--- src/rtl/simd_pkg.sv ---
package simd_pkg;
    typedef enum logic [1:0] {
        LANE_B8  = 2'b00,
        LANE_B16 = 2'b01,
        LANE_B32 = 2'b10,
        LANE_B64 = 2'b11
    } lane_mode_e;

    function automatic int unsigned lane_bytes(input logic [1:0] mode);
        return 32'd1 << mode;
    endfunction
endpackage

--- src/rtl/simd_seg_adder.sv ---
module simd_seg_adder #(
    parameter int DATA_W = 64,
    localparam int NB = DATA_W / 8
) (
    input  logic [DATA_W-1:0] a_i,
    input  logic [DATA_W-1:0] b_i,
    input  logic [NB-1:0]     start_i,
    output logic [DATA_W-1:0] sum_o,
    output logic [NB-1:0]     cout_o,
    output logic [NB-1:0]     sovf_o
);
    logic       run_c;
    logic       cin;
    logic [8:0] seg;

    always_comb begin
        run_c  = 1'b0;
        cin    = 1'b0;
        seg    = '0;
        sum_o  = '0;
        cout_o = '0;
        sovf_o = '0;
        for (int i = 0; i < NB; i++) begin
            cin = start_i[i] ? 1'b0 : run_c;
            seg = {1'b0, a_i[8*i +: 8]} + {1'b0, b_i[8*i +: 8]} + {8'b0, cin};
            sum_o[8*i +: 8] = seg[7:0];
            cout_o[i] = seg[8];
            sovf_o[i] = (a_i[8*i+7] == b_i[8*i+7]) && (seg[7] != a_i[8*i+7]);
            run_c = seg[8];
        end
    end
endmodule

--- src/rtl/simd_lane_clamp.sv ---
module simd_lane_clamp #(
    parameter int DATA_W = 64,
    localparam int NB = DATA_W / 8
) (
    input  logic [DATA_W-1:0] sum_i,
    input  logic [NB-1:0]     cout_i,
    input  logic [NB-1:0]     sovf_i,
    input  logic [1:0]        mode_i,
    input  logic              sat_en_i,
    input  logic              signed_i,
    output logic [DATA_W-1:0] result_o,
    output logic [NB-1:0]     flag_o
);
    wire [DATA_W-1:0] cand_res  [4];
    wire [NB-1:0]     cand_flag [4];

    for (genvar w = 0; w < 4; w++) begin : g_size
        localparam int LB = 1 << w;
        if (LB <= NB) begin : g_fit
            localparam int NL = NB / LB;
            localparam int W  = LB * 8;
            for (genvar l = 0; l < NL; l++) begin : g_lane
                localparam int TOP = l * LB + LB - 1;
                localparam int LO  = l * W;
                wire         s_msb = sum_i[LO+W-1];
                wire         ovf   = signed_i ? sovf_i[TOP] : cout_i[TOP];
                wire         hit   = sat_en_i & ovf;
                wire [W-1:0] clamp = !signed_i ? {W{1'b1}} :
                                     s_msb ? {1'b0, {(W-1){1'b1}}} :
                                             {1'b1, {(W-1){1'b0}}};
                assign cand_res[w][LO +: W] = hit ? clamp : sum_i[LO +: W];
                assign cand_flag[w][l]      = hit;
            end
            if (NL < NB) begin : g_pad
                assign cand_flag[w][NB-1:NL] = '0;
            end
        end else begin : g_skip
            assign cand_res[w]  = sum_i;
            assign cand_flag[w] = '0;
        end
    end

    assign result_o = cand_res[mode_i];
    assign flag_o   = cand_flag[mode_i];
endmodule

--- src/rtl/simd_sat_add.sv ---
module simd_sat_add #(
    parameter int DATA_W = 64,
    localparam int NB = DATA_W / 8
) (
    input  logic              clk,
    input  logic              rst_n,
    input  logic              valid_i,
    input  logic [1:0]        mode_i,
    input  logic              sat_en_i,
    input  logic              signed_i,
    input  logic [DATA_W-1:0] a_i,
    input  logic [DATA_W-1:0] b_i,
    output logic              valid_o,
    output logic [DATA_W-1:0] result_o,
    output logic [NB-1:0]     sat_o
);
    import simd_pkg::*;

    logic [NB-1:0]     lane_start;
    logic [DATA_W-1:0] raw_sum;
    logic [NB-1:0]     byte_cout;
    logic [NB-1:0]     byte_sovf;
    logic [DATA_W-1:0] next_res;
    logic [NB-1:0]     next_flag;

    always_comb begin
        for (int i = 0; i < NB; i++) begin
            lane_start[i] = ((i & (lane_bytes(mode_i) - 1)) == 0);
        end
    end

    simd_seg_adder #(.DATA_W(DATA_W)) u_add (
        .a_i    (a_i),
        .b_i    (b_i),
        .start_i(lane_start),
        .sum_o  (raw_sum),
        .cout_o (byte_cout),
        .sovf_o (byte_sovf)
    );

    simd_lane_clamp #(.DATA_W(DATA_W)) u_clamp (
        .sum_i   (raw_sum),
        .cout_i  (byte_cout),
        .sovf_i  (byte_sovf),
        .mode_i  (mode_i),
        .sat_en_i(sat_en_i),
        .signed_i(signed_i),
        .result_o(next_res),
        .flag_o  (next_flag)
    );

    always_ff @(posedge clk or negedge rst_n) begin
        if (!rst_n) begin
            valid_o  <= 1'b0;
            result_o <= '0;
            sat_o    <= '0;
        end else begin
            valid_o <= valid_i;
            if (valid_i) begin
                result_o <= next_res;
                sat_o    <= next_flag;
            end
        end
    end
endmodule

--- config.mk ---
export PLATFORM = sky130hd
export DESIGN_NAME = simd_sat_add
export DESIGN_NICKNAME = d
export VERILOG_FILES = /design/src/rtl/simd_pkg.sv /design/src/rtl/simd_seg_adder.sv /design/src/rtl/simd_lane_clamp.sv /design/src/rtl/simd_sat_add.sv
export SDC_FILE = /design/constraint.sdc
export NUM_CORES = 1
export LEC_CHECK = 0
export BUFFER_PORTS_ARGS = -buffer_cell sky130_fd_sc_hd__buf_2
export CAP_MARGIN = 20
export CORE_UTILIZATION = 35
export CTS_CLUSTER_SIZE = 30
export DETAILED_ROUTE_END_ITERATION = 8
export SLEW_MARGIN = 5
export SYNTH_ARGS = -nofsm -noshare
export SYNTH_HDL_FRONTEND = slang
export SYNTH_SLANG_ARGS = --single-unit
--- constraint.sdc ---
create_clock -name clk -period 2.3 [get_ports clk]
set_input_delay 0.23 -clock clk [delete_from_list [all_inputs] [get_ports clk]]
set_output_delay 0.23 -clock clk [all_outputs]
set_load 0.05 [all_outputs]
==> results of run 1 <==
## cell type report
type / count / share of cell area (%)
Antenna cell: 1 / 0.0229
Clock buffer: 9 / 2.06
Clock inverter: 7 / 1.09
Inverter: 40 / 1.37
Multi-Input combinational cell: 690 / 48.0
Sequential cell: 73 / 16.7
Tap cell: 265 / 3.03
Timing Repair Buffer: 456 / 27.7
## logic make-up after synthesis
| family | count (synthesis) | share of synthesized area [%] |
|---|---|---|
| compound gates | 328 | 32.3 |
| xor+xnor | 40 | 5.07 |
| fa+ha+maj | 72 | 14.7 |
| buf+inv | 70 | 4.09 |
| flops | 73 | 26.4 |
| mux | 5 | 0.760 |
| simple gates | 245 | 16.7 |
## power by group through the flow
stage          sequential [W]  clock [W]  combinational, W
2_1_floorplan         0.00253          0           0.00135
3_3_place_gp          0.00170          0           0.00337
3_5_place_dp          0.00170          0           0.00341
4_1_cts               0.00169    0.00169           0.00349
5_1_grt               0.00171    0.00176           0.00390
6_report              0.00169    0.00167           0.00362
## registers in the layout, summed over array words and instances (netlist names)
signal / cells
valid_o: 1
sat_o: 8
result_o: 64
## cell usage in the layout, fill, tap and decap left out, types with 7 or more instances in the layout
cell type,n
buf_4,238
buf_2,204
nor2_1,76
dfrtp_1,73
a21oi_1,60
nand2_1,60
ha_1,55
o21ai_0,42
inv_1,37
o21a_1,36
xnor2_1,25
a21oi_2,16
o21ai_1,16
a21o_1,15
xor2_1,14
nand3_1,14
fa_2,14
nand2b_1,13
a211oi_1,11
nor2b_1,11
a31oi_1,11
o31a_1,10
o211ai_1,10
o22ai_1,10
nor3_1,9
clkbuf_16,9
nand2_2,8
a21boi_0,7
buf_6,7
## worst max-delay path: cells and delay by family
kind                     cells  cell delay, ps
AO/OA/AOI/OAI               31            5930
adder cells (fa/ha/maj)     15            3990
AND/OR/NAND/NOR             10             650
buffers and inverters        6             610
## final timing paths
check | depth (start not counted) | end | slack [ps]
setup reg to reg | 3 | result_o[22] | 1280
max in group asynchronous | 3 | result_o[37] | 1310
setup / recovery | 62 | result_o[2] | -8930
min in group asynchronous | 2 | result_o[31] | 370
hold / removal | 4 | result_o[0] | 290
hold reg to reg | 1 | sat_o[4] | 490
## per-layer routing
layer / vias up / track usage [%]
li1: 3946 / -
met1: 3790 / 30.3
met2: 253 / 41.7
met3: 48 / 3.26
met4: 2 / 9.00
met5: - / 0
## stage by stage
stage / hold WS (ps) / setup TNS (ps) / instances / total power (W)
final: 295 / -619670 / 1541 / 0.00698
after global routing: 312 / -661260 / 1541 / 0.00737
after CTS: 288 / -620420 / 1525 / 0.00687
after detailed placement: 205 / -663560 / 1495 / 0.00511
after global placement: 193 / -645770 / 1495 / 0.00507
after floorplan: -65.6 / -578600 / 833 / 0.00388
## what timing repair did
item | 4_1_cts | 5_1_grt
hold buffers | 1 | 0
pin swaps | 10 | 25
setup endpoints to repair | 72 | 72
gates cloned | 1 | 0
hold endpoints to repair | 27 | 0
resized for setup | 19 | 50
setup buffers | 12 | 16
==> summary by stage, run 1 <==
Outcome
The flow ran to the end, but the final reports show violations. The checks that failed: negative setup slack.

Routing
After detailed routing, the average wire length per cell comes to 15.7 um. For this block, the routed nets add up to 24100 um of wire. In the routed design, unresolved DRC markers number 0.

For this block, wires on met1 add up to 10500 um. Before antenna repair, the detailed router went through 5 iterations. In this run, the number of DRC markers left after iteration 0 of detailed routing was 386.

The remaining antenna violation count is 0. In the routed layout, each cell is associated on average with a via count of 5.22. Detailed routing placed a total of 1170 um of wire on met3.

The top layer reached by signal wires is met5. The routed layout has 8039 vias. Wire segments on met2 add up to 11700 um in the final route.

Critical path
Among the stages of the critical path, the cell type that occurs most often is fa_2. The kind of start point of the critical path is a primary input. The data required time at the worst endpoint is 2510 ps. The worst setup path is captured at a register. On the worst path, the slowest cell contributes a delay of 430 ps. The library cell contributing the largest single delay on the critical path is a221oi_4. The worst setup path is of the primary input to register kind. The launching element of the worst setup path is b_i[0]. The arrival time reported for the critical path endpoint is 11440 ps.

In this run the worst path has a maximum fanout of 6. The worst reg2reg path startpoint is result_o[22].

Timing
The achievable clock frequency is 89.0 MHz. The max-slew violation total from the final report was 0. In the post-route analysis, the smallest setup slack over all paths is -8930 ps.

The minimum clock period is 11230 ps. The final hold violation count came to 0. Setup repair after global routing could not meet its margin everywhere.

The share of the clock period used by the worst path is 488%. In this run the tightest slew margin relative to its limit is 50.0%. The transition at the pin with the smallest max-transition slack is 731 ps.

The clock arrives with 0 ps of skew. Setup violations remaining at the end of the flow were counted as 72.

Layout
The number of fill cells in the layout is 1823. Measured on the finished design, the core utilization comes to 56.3%. In the final design database the tool counted 1477 nets.

Compared with the post-synthesis result, the final layout area differs by 58.1%. The final instance area is 10900 um2. The fraction of final layout cells with drive strength greater than 1 is 45.6%. The sequential cells in the finished layout cover a total of 1830 um2. The multi-input gate area in the final layout is 5250 um2.

Power and ir drop
The internal portion of the total power is 0.00404 W. The worst-case IR drop observed on VDD is 0.276 mV. For this design the static power due to leakage is 5.29 nW.

The portion of total power attributed to the clock network is 24.0%. The part of the total power dissipated in sequential elements is 24.2%. The net switching fraction of the power is 42.1%. The ratio of total power to cell area is 639 nW/um2. Combinational logic burns 51.8% of the power. In this run the power spent charging and discharging nets is 0.00294 W.

GRT
The initial antenna violation count is 2. The first global-routing pass estimated 38500 um of wire. Entering global routing, the biggest net connects 47 pins. The number of global-route vias before repair is 7846. Global routing consumed, over all layers together, 24.1% of the routing resources. After global routing the overflow that remains totals 0.

Clocking
The latest clock arrival within the worst-skew pair is 340 ps. TritonCTS built the clock tree. No sink is reached through more buffers than the 2 on the longest clock path. Clock tree synthesis inserted a total of 9 buffers. Clock-pin slew was measured on the worst setup and hold paths at 60 ps.

The CTS sink count is 73. The root buffer cell is clkbuf_16. The clock tree synthesis step divided the H-tree into 3 levels.

Placed design
Detailed placement ended at an HPWL of 18900 um. The number of port buffers is 207. The area of placed instances is 10000 um2. The worst setup slack before clock tree synthesis is -9510 ps.

The final estimated routing congestion in global placement is 0.898.

Floorplan
The overall die width is 143 um. After floorplanning, the core was divided into 51 placement rows. Once the floorplan was initialized, standard cells occupied 35.6% of the core. The die outline area is 20300 um2. The core region is 19400 um2. During I/O placement, the number of pins put on the boundary was 208. The die is 143 um tall.

Yosys
The fraction of registers with async set/reset is 100%. The register bit count reported by yosys is 73. The fraction of the yosys area taken by sequential cells is 26.4%.

The mean area per synthesized cell is 8.30 um2. Of the post-synthesis cell area, the dominant cell type holds 26.4%. The total of warnings raised by yosys is 0. Summed over all instances, the cell type with the most area after synthesis is dfrtp_1. In the synthesized netlist the dominant register cell turns out to be dfrtp_1.

Counting every instance in the synthesized netlist gives 833. Counting flops with a built-in enable in the synthesized netlist gives 0. The number of different library cells in the post-synthesis netlist is 73. The most numerous cell in the Yosys netlist is nor2_1.

After synthesis, the cell types taking the most area are dfrtp_1 26%, ha_1 10%, a21oi_1 5.8%. After synthesis, the most frequently instantiated cells are 81 x nor2_1, 80 x a21oi_1, 73 x dfrtp_1. Counting every net in the synthesized netlist gives 1040. Summing every instance area after synthesis gives 6910 um2.

Worst hold path
The worst hold path begins at a_i[0]. The path class of the tightest hold or removal check is primary input to register.

Flow run
Across the run, the number of max-cap violations was 0.
Note: power is estimated with default switching activity, not from simulation.
==> run 2, diff against run 1 <==
- CAP_MARGIN: 20 -> not set
- CORE_MARGIN: not set -> 2
==> run 2 against run 1 <==
Net effect: the flow still finishes with violations (negative setup slack); critical path depth increased by 20; global-route usage up 0.47 points; sequential power hardly changed; first-iteration DRC count up 20%; clock skew stayed put; clock-buffer cell count up 1; die area is 2.8% higher; clock power down 11%; fmax down 0.74%; worst setup slack lost 84 ps; final cell count increased by 3.8%; largest power group unchanged.
==> summary by stage, run 2 (synthesized netlist as in run 1, its figures left out) <==
Outcome
Outcome: finished with violations (unchanged). Violations in the final reports: negative setup slack (unchanged).

Layout
The commonest non-fill, non-tap cell in the layout is buf_4 (unchanged). The register with the most flip-flops is result_o (unchanged). The area growth from synthesis to layout is 64.6% (was 58.1%). Leading cell types in the layout, fill and taps excluded: 287 x buf_4, 204 x buf_2, 76 x nor2_1 (was 238 x buf_4, 204 x buf_2, 76 x nor2_1).

The fraction of final layout cells with drive strength greater than 1 is 48.0% (was 45.6%). The multi-input gate area in the final layout is 5280 um2 (was 5250 um2). The final instance area was 11400 um2 (was 10900 um2).

The number of flip-flops in the largest register is 64 (unchanged). The net count reported at finish is 1534 (was 1477). The number of standard cells in the layout, taps in and fillers out was 1599 (was 1541). Top flop regs: result_o: 64 flops, sat_o: 8 flops, valid_o: 1 flops (unchanged).

The number of fill cells in the layout is 1768 (was 1823). The sequential standard cell area was 1830 um2 (unchanged).

Clocking
The maximum level of the CTS H-tree is 3 (unchanged). The root buffer cell is clkbuf_16 (unchanged). The CTS sink count is 73 (unchanged). The total CTS buffers is 9 (unchanged).

The clock-pin slew reported for the worst setup and hold paths after clock tree synthesis was 60 ps (about the same). The CTS tree is yes (unchanged). The latest clock arrival within the worst-skew pair came to 340 ps (about the same). The maximum clock insertion buffer count is 2 (unchanged).

Routing
The iteration count of the initial detailed-routing pass is 5 (unchanged). The detailed-route vias per instance is 5.24 (was 5.22). The DRC violation count after routing is 0 (unchanged). The detailed router's first-iteration violation count was 462 (was 386). The total length of routed wires is 25900 um (was 24100 um). The routed wire length per instance is 16.2 um (was 15.7 um). The remaining antenna violation count is 0 (unchanged). The total number of vias was 8374 (was 8039).

Timing
The final hold violation count is 0 (unchanged). The max-slew violation total from the final report is 0 (unchanged). The achievable clock frequency was 88.4 MHz (was 89.0 MHz). The worst slew margin relative to its limit is 51.7% (was 50.0%).

The minimum clock period is 11310 ps (was 11230 ps). The share of the clock period used by the worst path was 492% (was 488%). The worst setup margin is -9010 ps (was -8930 ps). The final count of negative-setup-slack endpoints was 72 (unchanged). The transition at the pin with the smallest max-transition slack is 707 ps (was 731 ps). RSZ-0062 raised after global routing: true (unchanged). The worst clock skew is 0 ps (unchanged).

Placed design
The number of port buffers came to 207 (unchanged). The worst setup slack before clock tree synthesis is -9430 ps (was -9510 ps). The detailed placement HPWL is 19000 um (was 18900 um). The area of placed instances was 10000 um2 (about the same). The final estimated routing congestion in global placement is 0.873 (was 0.898). The cell count after placement came to 1497 (was 1495).

Critical path
The biggest cell delay along the critical path is 370 ps (was 430 ps). The type of the setup path with the least slack is primary input to register (unchanged). The kind of start point of the critical path is a primary input (unchanged). The worst reg2reg path startpoint is result_o[22] (unchanged). The data required time at the worst endpoint is 2570 ps (was 2510 ps). The cell type with the highest occurrence count on the critical path is buf_4 (was fa_2). The arrival time reported for the critical path endpoint came to 11580 ps (was 11440 ps). The maximum fanout encountered on the critical timing path was 8 (was 6). The launching element of the worst setup path is b_i[6] (was b_i[0]).

The endpoint type of the worst setup path is a register (unchanged). The library cell contributing the largest single delay on the critical path was fa_2 (was a221oi_4).

GRT
The initial antenna violation count came to 2 (unchanged). The maximum number of pins on one net before global-route repair was 44 (was 47). The total routing usage reported by global routing is 24.5% (was 24.1%). The final global-route overflow total was 0 (unchanged). The number of global-route vias before repair came to 8286 (was 7846). The first-pass GRT wire length is 40500 um (was 38500 um).

Worst hold path
The class of the tightest hold or removal check is primary input to register (unchanged). The beginning of the worst hold path is valid_i (was a_i[0]).

Flow run
The number of violations of the max-capacitance limit is 0 (unchanged).

Floorplan
The overall die width is 145 um (was 143 um). The number of I/O pins was 208 (unchanged). The initial core utilization was 35.6% (unchanged). The chip height is 145 um (was 143 um). The core outline area is 19400 um2 (unchanged). The total number of placement rows came to 51 (unchanged). The die outline area is 20900 um2 (was 20300 um2).

Power and ir drop
The sum of internal, switching and leakage power was 0.00700 W (was 0.00698 W). The ratio of total power to cell area is 615 nW/um2 (was 639 nW/um2). The worst ir drop on vdd is 0.274 mV (was 0.276 mV). The cell leakage power was 5.54 nW (was 5.29 nW).
run 2: changes by cell type in the layout (fill, tap and decap cells not counted), moves of 3 or more:
| cell | delta |
|---|---|
| a21oi_2 | +3 |
| a21oi_4 | -3 |
| o21ai_0 | -3 |
| buf_4 | +49 |
| buf_6 | +8 |
run 2: cell type report:
| cell class | instances | area share (%) |
|---|---|---|
| clock buffer | 10 | 2.10 |
| clock inverter | 6 | 0.583 |
| sequential | 73 | 16.1 |
| antenna | 2 | 0.0440 |
| inverter | 40 | 1.32 |
| timing repair buffer | 513 | 30.6 |
| tap | 265 | 2.91 |
| multi-input combinational | 690 | 46.4 |
run 2: per-layer routing:
metal	part of all wire (%)	vias to the layer above	global-route usage, %
met5	0	-	0
met4	3.2	0	9.96
met3	5.8	69	3.31
met2	49	297	43.1
met1	42	3949	30.3
li1	-	4059	-
run 2: timing repair:
action	CTS	global route
hold buffers	1	0
buffers inserted	71	19
hold endpoints to repair	30	0
gates resized for setup	43	43
pin swaps	21	28
endpoints found under the setup margin	72	72
cloned	1	0
run 2: stage by stage:
step	TNS [ps]	hold WS [ps]	utilization [%]
after floorplan	-578600	-65.6	-
after global placement	-642430	217	51.8
after detailed placement	-656600	210	51.8
after CTS	-611420	263	57.2
after global routing	-664520	291	58.6
final	-630350	256	58.6
run 2: critical path, delay by kind of cell:
family / cells / cell delay (ps)
buf+inv: 55 / 6740
fa+ha+maj: 7 / 2040
simple gates: 4 / 610
compound gates: 16 / 1930
run 2: final timing paths:
| path | endpoint | slack (ps) | cells past startpoint |
|---|---|---|---|
| min in group asynchronous | result_o[25] | 380 | 2 |
| worst max-delay path | result_o[7] | -9010 | 82 |
| worst min-delay path | result_o[61] | 260 | 3 |
| worst max register to register | result_o[22] | 1310 | 3 |
| max in group asynchronous | result_o[37] | 1300 | 3 |
| worst min register to register | result_o[8] | 490 | 2 |
run 2: report_power, final:
part           internal, W  switching (W)
sequential         0.00153       0.000158
clock             0.000872       0.000613
combinational      0.00158        0.00225
